===== src/rtl/irq_pend_pkg.sv =====
// Package: shared defaults for the interrupt pending-status controller.
// Assumes byte offsets are decoded on the full address; nothing else shared.
package irq_pend_pkg;
    localparam int unsigned WORD_W      = 32;
    localparam int unsigned OFS_W       = 8;
    localparam logic [7:0]  OFS_STATUS  = 8'h24;
    localparam logic [7:0]  OFS_RAISE   = 8'h60;
    localparam logic [7:0]  OFS_ACK     = 8'h64;
    localparam int unsigned CALC_POS    = 0;
    localparam int unsigned DMA_POS     = 8;

    // Which register a write targets.
    typedef enum logic [1:0] {
        WSEL_NONE  = 2'd0,
        WSEL_RAISE = 2'd1,
        WSEL_ACK   = 2'd2
    } wsel_e;
endpackage


===== src/rtl/irq_pend_wdec.sv =====
// Module: write decoder. Turns one write strobe into a software set mask
// and a software clear mask. Assumes at most one write per cycle, so the
// two masks are never nonzero together.
module irq_pend_wdec #(
    parameter int unsigned   DATA_W    = irq_pend_pkg::WORD_W,
    parameter int unsigned   ADDR_W    = irq_pend_pkg::OFS_W,
    parameter logic [ADDR_W-1:0] RAISE_OFS = ADDR_W'(irq_pend_pkg::OFS_RAISE),
    parameter logic [ADDR_W-1:0] ACK_OFS   = ADDR_W'(irq_pend_pkg::OFS_ACK)
) (
    input  logic              wr_en,
    input  logic [ADDR_W-1:0] wr_addr,
    input  logic [DATA_W-1:0] wr_data,
    output logic [DATA_W-1:0] sw_set,
    output logic [DATA_W-1:0] sw_clr
);
    import irq_pend_pkg::*;

    wsel_e sel;

    // Classify the write target; unmapped or read-only offsets select nothing.
    always_comb begin
        sel = WSEL_NONE;
        if (wr_en) begin
            if (wr_addr == RAISE_OFS)     sel = WSEL_RAISE;
            else if (wr_addr == ACK_OFS)  sel = WSEL_ACK;
        end
    end

    // Route the written mask to the set or the clear path.
    always_comb begin
        sw_set = (sel == WSEL_RAISE) ? wr_data : '0;
        sw_clr = (sel == WSEL_ACK)   ? wr_data : '0;
    end
endmodule


===== src/rtl/irq_pend_hwsrc.sv =====
// Module: hardware cause mapper. Each internal event, when its enable is
// high, contributes one fixed bit to a set mask. Assumes events are
// single-cycle pulses; a held pulse simply keeps setting its bit.
module irq_pend_hwsrc #(
    parameter int unsigned DATA_W  = irq_pend_pkg::WORD_W,
    parameter int unsigned NUM_SRC = 2,
    parameter int unsigned IDX_W   = $clog2(DATA_W),
    parameter logic [NUM_SRC-1:0][IDX_W-1:0] SRC_POS = '0
) (
    input  logic [NUM_SRC-1:0] ev_done,
    input  logic [NUM_SRC-1:0] ev_en,
    output logic [DATA_W-1:0]  hw_set
);
    logic [NUM_SRC-1:0][DATA_W-1:0] src_mask;

    // One gated one-hot mask per source.
    for (genvar s = 0; s < NUM_SRC; s++) begin : g_src
        assign src_mask[s] = (ev_done[s] && ev_en[s])
                           ? (DATA_W'(1) << SRC_POS[s]) : '0;
    end

    // Merge all source masks.
    always_comb begin
        hw_set = '0;
        for (int s = 0; s < NUM_SRC; s++) hw_set = hw_set | src_mask[s];
    end
endmodule


===== src/rtl/irq_pend_bits.sv =====
// Module: pending-bit store. One flop per cause; a set beats a clear in
// the same cycle. The level output is the OR of all pending bits.
// Assumes synchronous active-low reset.
module irq_pend_bits #(
    parameter int unsigned DATA_W = irq_pend_pkg::WORD_W
) (
    input  logic              clk,
    input  logic              rst_n,
    input  logic [DATA_W-1:0] set_mask,
    input  logic [DATA_W-1:0] clr_mask,
    output logic [DATA_W-1:0] pend_q,
    output logic              any_pend
);
    for (genvar b = 0; b < DATA_W; b++) begin : g_bit
        logic bit_q;

        // Hold one cause: set has priority so no event is dropped.
        always_ff @(posedge clk) begin
            if (!rst_n)            bit_q <= 1'b0;
            else if (set_mask[b])  bit_q <= 1'b1;
            else if (clr_mask[b])  bit_q <= 1'b0;
        end

        assign pend_q[b] = bit_q;
    end

    // Level request while anything is outstanding.
    assign any_pend = |pend_q;
endmodule


===== src/rtl/irq_pend_rdport.sv =====
// Module: registered read port. Returns the pending word at the status
// offset and zero everywhere else, one cycle after the address.
module irq_pend_rdport #(
    parameter int unsigned   DATA_W     = irq_pend_pkg::WORD_W,
    parameter int unsigned   ADDR_W     = irq_pend_pkg::OFS_W,
    parameter logic [ADDR_W-1:0] STATUS_OFS = ADDR_W'(irq_pend_pkg::OFS_STATUS)
) (
    input  logic              clk,
    input  logic              rst_n,
    input  logic [ADDR_W-1:0] rd_addr,
    input  logic [DATA_W-1:0] pend,
    output logic [DATA_W-1:0] rd_data
);
    // Capture the addressed value; write-only and unmapped offsets read zero.
    always_ff @(posedge clk) begin
        if (!rst_n)                   rd_data <= '0;
        else if (rd_addr == STATUS_OFS) rd_data <= pend;
        else                          rd_data <= '0;
    end
endmodule


===== src/rtl/irq_pend_ctrl.sv =====
// Module: top of the interrupt pending-status controller. Combines the
// software set/clear masks and the hardware event masks into one pending
// store, and exposes a read port and a level interrupt line.
// Assumes a single write port and synchronous active-low reset.
module irq_pend_ctrl #(
    parameter int unsigned   DATA_W     = irq_pend_pkg::WORD_W,
    parameter int unsigned   ADDR_W     = irq_pend_pkg::OFS_W,
    parameter logic [ADDR_W-1:0] STATUS_OFS = ADDR_W'(irq_pend_pkg::OFS_STATUS),
    parameter logic [ADDR_W-1:0] RAISE_OFS  = ADDR_W'(irq_pend_pkg::OFS_RAISE),
    parameter logic [ADDR_W-1:0] ACK_OFS    = ADDR_W'(irq_pend_pkg::OFS_ACK),
    parameter int unsigned   CALC_BIT   = irq_pend_pkg::CALC_POS,
    parameter int unsigned   DMA_BIT    = irq_pend_pkg::DMA_POS
) (
    input  logic              clk,
    input  logic              rst_n,
    input  logic              wr_en,
    input  logic [ADDR_W-1:0] wr_addr,
    input  logic [DATA_W-1:0] wr_data,
    input  logic [ADDR_W-1:0] rd_addr,
    output logic [DATA_W-1:0] rd_data,
    input  logic              calc_done_i,
    input  logic              calc_irq_en_i,
    input  logic              dma_done_i,
    input  logic              dma_irq_en_i,
    output logic              irq_o
);
    localparam int unsigned NUM_SRC = 2;
    localparam int unsigned IDX_W   = $clog2(DATA_W);
    localparam logic [NUM_SRC-1:0][IDX_W-1:0] SRC_POS =
        {IDX_W'(DMA_BIT), IDX_W'(CALC_BIT)};

    logic [DATA_W-1:0] sw_set;
    logic [DATA_W-1:0] sw_clr;
    logic [DATA_W-1:0] hw_set;
    logic [DATA_W-1:0] set_all;
    logic [DATA_W-1:0] pend_q;

    irq_pend_wdec #(
        .DATA_W(DATA_W), .ADDR_W(ADDR_W),
        .RAISE_OFS(RAISE_OFS), .ACK_OFS(ACK_OFS)
    ) u_wdec (
        .wr_en(wr_en), .wr_addr(wr_addr), .wr_data(wr_data),
        .sw_set(sw_set), .sw_clr(sw_clr)
    );

    irq_pend_hwsrc #(
        .DATA_W(DATA_W), .NUM_SRC(NUM_SRC), .IDX_W(IDX_W), .SRC_POS(SRC_POS)
    ) u_hwsrc (
        .ev_done({dma_done_i, calc_done_i}),
        .ev_en({dma_irq_en_i, calc_irq_en_i}),
        .hw_set(hw_set)
    );

    // All set requests, software and hardware, share one priority path.
    assign set_all = sw_set | hw_set;

    irq_pend_bits #(.DATA_W(DATA_W)) u_bits (
        .clk(clk), .rst_n(rst_n),
        .set_mask(set_all), .clr_mask(sw_clr),
        .pend_q(pend_q), .any_pend(irq_o)
    );

    irq_pend_rdport #(
        .DATA_W(DATA_W), .ADDR_W(ADDR_W), .STATUS_OFS(STATUS_OFS)
    ) u_rd (
        .clk(clk), .rst_n(rst_n), .rd_addr(rd_addr),
        .pend(pend_q), .rd_data(rd_data)
    );
endmodule


===== config.mk =====
export PLATFORM = sky130hd
export DESIGN_NAME = irq_pend_ctrl
export DESIGN_NICKNAME = d
export VERILOG_FILES = /design/src/rtl/irq_pend_pkg.sv /design/src/rtl/irq_pend_wdec.sv /design/src/rtl/irq_pend_hwsrc.sv /design/src/rtl/irq_pend_bits.sv /design/src/rtl/irq_pend_rdport.sv /design/src/rtl/irq_pend_ctrl.sv
export SDC_FILE = /design/constraint.sdc
export NUM_CORES = 1
export LEC_CHECK = 0
export ABC_AREA = 1
export BUFFER_PORTS_ARGS = -buffer_cell sky130_fd_sc_hd__buf_4
export CORE_AREA = 4 4 111 87
export DETAILED_ROUTE_END_ITERATION = 8
export DIE_AREA = 0 0 115 91
export GPL_TIMING_DRIVEN = 1
export PLACE_DENSITY = 0.82
export SYNTH_ARGS = -nofsm -noshare
export SYNTH_HDL_FRONTEND = slang
export SYNTH_HIERARCHICAL = 1
export SYNTH_SLANG_ARGS = --single-unit

===== constraint.sdc =====
create_clock -name clk -period 1.2 [get_ports clk]
set_input_delay 0.18 -clock clk [delete_from_list [all_inputs] [get_ports clk]]
set_output_delay 0.18 -clock clk [all_outputs]
set_load 0.02 [all_outputs]

==> Yosys cells after proc, flatten, opt, wreduce, memory -nomap -nowiden <==
Cells that the tools add are included.
{ "totals": {"regBits": 64, "in_bits": 55, "output_inout_bits": 33, "elab_cells": 147} }
{ "classes": {"eq_ne": 5, "n_bitwise": 2, "reduce_logical": 36, "muxes": 71} }
{ "op_table": {"columns": ["op", "count"], "rows": [
  ["1-bit two-way mux", 65],
  ["32-bit two-way mux", 2],
  ["32-bit bitwise OR", 2],
  ["2-bit nonzero test", 32],
  ["32-bit OR reduction", 1],
  ["8-bit by 7-bit equality test with 1-bit output (second input constant)", 2],
  ["9-bit two-way mux", 1],
  ["8-bit by 6-bit equality test with 1-bit output (second input constant)", 1],
  ["2-bit two-way mux", 3],
  ["2-bit by 1-bit equality test with 1-bit output (second input constant)", 1],
  ["2-bit equality test (second input constant)", 1],
  ["1-bit logical AND", 2],
  ["2-bit AND reduction", 1]
]} }

==> Longest topological paths before layout <==
{ "depth": {"depth_word": 8, "depth_mapped": 9, "depth_no_buf": 8} }

==> Modules after synthesis <==
The synthesis kept the hierarchy.
{ "modules_own_cells": {"columns": ["module", "cells_per_inst", "area_each_um2", "seq_area_each_um2", "instances"], "rows": [
  ["irq_pend_bits", 209, 1458.9, 640.6, 1],
  ["irq_pend_rdport", 108, 1187.4, 640.6, 1],
  ["irq_pend_wdec", 118, 928.4, 0.0, 1],
  ["irq_pend_ctrl", 96, 360.3, 0.0, 1],
  ["irq_pend_hwsrc", 35, 244.0, 0.0, 1]
]} }

==> Worst setup path after synthesis <==
No wires, ideal clock.
{ "synth_timing": {"path_type": "input to register", "from": "input wr_en", "to": "register u_bits.g_bit[13].bit_q", "required_ps": 1083, "setup_slack_ps": 159, "setup_ps": 117, "path_buffers": 1, "t_arrival_ps": 924, "cell_stages": 8, "cell_sequence": "inv_1 nor2_2 nand3_4 buf_6 nor3_2 inv_1 a21oi_1 nor2_1"} }
{ "synth_via": {"elab_cells_between_ends": 8, "cone_classes": "eq/ne (2); mux (4); bitwise (1); reduce/logical (1)"} }
{ "synth_rtl": {"columns": ["item", "line", "source"], "rows": [
  ["start, declared", "irq_pend_ctrl.sv:16", "input logic wr_en,"],
  ["2-bit two-way mux", "irq_pend_wdec.sv:23", "if (wr_en) begin"],
  ["2-bit equality test", "irq_pend_wdec.sv:32", "sw_clr = (sel == WSEL_ACK) ? wr_data : '0;"],
  ["32-bit two-way mux", "irq_pend_wdec.sv:32", null],
  ["via sw_clr[13]", "irq_pend_ctrl.sv:33", "logic [DATA_W-1:0] sw_clr;"],
  ["2-bit nonzero test (no source line)", null, null],
  ["end signal, assigned", "irq_pend_bits.sv:19", "if (!rst_n) bit_q <= 1'b0;"],
  ["end signal, assigned", "irq_pend_bits.sv:20", "else if (set_mask[b]) bit_q <= 1'b1;"],
  ["end signal, assigned", "irq_pend_bits.sv:21", "else if (clr_mask[b]) bit_q <= 1'b0;"],
  ["end, declared", "irq_pend_bits.sv:15", "logic bit_q;"]
]} }
The timed path passes the listed nets, and every way through them passes these cells.
A chain may end at the register's enable or synchronous reset.

==> Worst setup path in the final report <==
{ "layout_timing": {"from": "register u_bits.g_bit[29].bit_q", "to": "output irq_o"} }
{ "layout_via": {"elab_chain_len": 1} }
{ "layout_rtl": {"columns": ["item", "line", "source"], "rows": [
  ["start, declared", "irq_pend_bits.sv:15", null],
  ["start signal, assigned", "irq_pend_bits.sv:19", null],
  ["start signal, assigned", "irq_pend_bits.sv:20", null],
  ["start signal, assigned", "irq_pend_bits.sv:21", null],
  ["32-bit OR reduction", "irq_pend_bits.sv:28", "assign any_pend = |pend_q;"],
  ["end, declared", "irq_pend_ctrl.sv:25", "output logic irq_o"]
]} }
No other way between the ends.

==> impl_metrics.toml <==
[sta]
period_share_pct = 124
fmax_ghz = 0.674
setup_viol = 1
clock_skew_ps = 4.55
rsz0062_at_grt = "yes"
fin_ws_ps = -284
finalHoldViolCount = 0
setup_tns_ps = -284
holdWs_ps = 181
fin_crit_ps = 1480
drv_slew = 0

[job]
maxCapViolCount = 0

[placement]
port_buffers = 87
pre_cts_ws_ps = -60.0
dpl.hpwl_mm = 6.53
finalWeightedCongestion = 0.807
dp.cells = 721

[power]
power.density_mw_per_mm2 = 1110
leakagePower_nw = 2.23
ir_worst_vdd_mv = 0.910

[setup_path]
path_buf_inv = 2
critPathMaxStageDelay_ps = 320
crit_fanout = 2
critPathRequiredTime_ps = 1020
worst-setup-path-type = "reg -> out"
path_cells = "inv_1 > nand2_1 > nor2_1 > nand2_1 > nor2_4 > nand2_2 > buf_6"
crit_family = "simple AND/OR/NAND/NOR gates"
slowest_stage = "dfxtp_2"
cp.arrival_ps = 1300
crit_path_start_kind = "register"
endpoint_kind = "primary output"
crit_top_cell = "nand2_1"

[synth]
yosysTopAreaCell = "dfxtp_1"
synth_seq_area_share_pct = 30.7
yosys_warnings = 6
ys_ff_latch = 64
synthTopCellsByArea = "dfxtp_1 31%, nor3_2 22%, inv_1 15%"
syn_area_per_cell_sq_um = 7.38
synth_top_area_share_pct = 30.7
synth_cell_type_count = 19
synth_area_sq_mm = 0.00418
netlist_instances = 566

[route]
postRouteAntennaNets = 0
viasPerCell = 4.35
wire_per_inst_microns = 11.9
first_pass_iters = 4
finalWirelength_mm = 8.86
num_vias = 3233
drc = 0
drtIter0Drc = 130

[cells_and_area]
diodes = 0
synthToLayoutAreaGrowth_pct = 20.6
drive_above_1_share_pct = 40.3
fill_cells = 708
fin_cells = 744
finalNetCount = 686

[grt]
grt_overflow_total = 0
grt_pass1_wl_mm = 14.6
grt_start_max_net_pins = 38
grt.total_usage_pct = 17.3
antenna_found_initial = 0
grt_pass1_vias = 3242

[outcome]
status = "complete, but fails checks"
violations = "setup timing"

[die]
core-area_sq_mm = 0.00842
fp.dieH_microns = 91
io_pins = 88
dieArea_sq_mm = 0.0105
die_x_microns = 115
start_util_pct = 49.6
num_rows = 29

[clock_tree]
cts_buffer_depth = 2
clkTransAtPathRegs_ps = 50
htreeDepth = 3
ctsHoldBuffers = 0
cts_root_buf = "clkbuf_16"
clk_latency_ps = 330
cts_buffers = 9
clkSinkCount = 64
cts_tree = "built"

[hold_path]
hp-class = "in -> reg"
tightest hold or removal path: stages:
cell and delay [ps]:
buf_4 80, nor2_2 40, nand3_4 110, nor3_2 50
worst paths after layout:
check,cells after the start,slack (ps),end,from
setup / recovery,7,-280,irq_o,u_bits/g_bit[29].bit_q
hold / removal,4,180,u_rd/rd_data[11],rd_addr[4]
setup reg to reg,5,390,u_bits/g_bit[28].bit_q,u_bits/g_bit[28].bit_q
hold reg to reg,2,450,u_rd/rd_data[9],u_bits/g_bit[9].bit_q
cell usage after synthesis:
master	n
nor2_2	6
buf_2	6
nand4_1	1
nor2_1	77
buf_4	67
buf_6	10
nand3b_4	2
inv_2	1
dfxtp_1	64
nor3_2	90
nand3_2	1
and2_0	1
a21oi_1	16
conb_1	1
nand3_4	2
nand2_1	47
and2_1	1
inv_1	167
nor3_1	6
what timing repair did:
item,CTS,global route
pin swaps,6,7
gates resized for setup,10,23
setup buffers,2,5
cloned,0,0
endpoints found under the setup margin,1,1
cells by family after synthesis:
family	count (synthesis)	synth area share [%]
AOI/OAI and AO/OA	16	1.92
buffers and inverters	251	30.5
DFF	64	30.7
other	1	0.0897
and+or+nand+nor	234	36.8
metal layers:
layer	up-vias	part of all wire [%]	global-route usage (%)	routed length (microns)
met3	16	7.9	4.78	703
met2	102	47	27.9	4180
li1	1677	-	-	-
met5	-	0	0	0
met4	0	1.8	6.74	160
met1	1438	43	21.8	3830
flip-flops by register name (all words and copies together) (netlist names):
signal / count
u_bits/g_bit.bit_q: 32
u_rd/rd_data: 32
cells in the final DEF (no fill, tap or decap), types with 4 or more instances in the layout:
| cell type | count |
|---|---|
| a21oi_1 | 16 |
| clkbuf_16 | 9 |
| nor3_2 | 90 |
| buf_12 | 8 |
| nand2_1 | 43 |
| dfxtp_2 | 13 |
| conb_1 | 30 |
| buf_4 | 99 |
| nor2_1 | 73 |
| nor2_2 | 9 |
| nand2_2 | 4 |
| dfxtp_1 | 51 |
| nor3_1 | 6 |
| inv_1 | 158 |
| inv_2 | 10 |
where the power goes:
part           internal [mW]  switching, mW
Sequential              2.21         0.0583
Combinational          0.300          0.390
Clock                   1.71          0.929
through the flow:
step	instance area (sq um)	total power, mW	util, %
final	5040	5.60	59.9
after CTS	4970	5.60	59.1
after global placement	4640	2.92	55.1
after detailed placement	4640	2.94	55.1
after floorplan	4290	2.84	-
after global routing	5040	5.82	59.9
area by class of cell:
cell class / instances / area (sq um) / share of cell area (%)
Clock inverter: 5 / 55.1 / 1.09
Multi-Input combinational cell: 280 / 1760 / 34.8
Tap cell: 108 / 135 / 2.68
Clock buffer: 11 / 253 / 5.01
Inverter: 168 / 631 / 12.5
Timing Repair Buffer: 108 / 915 / 18.1
Sequential cell: 64 / 1300 / 25.7
(Power assumes the default switching activity.)
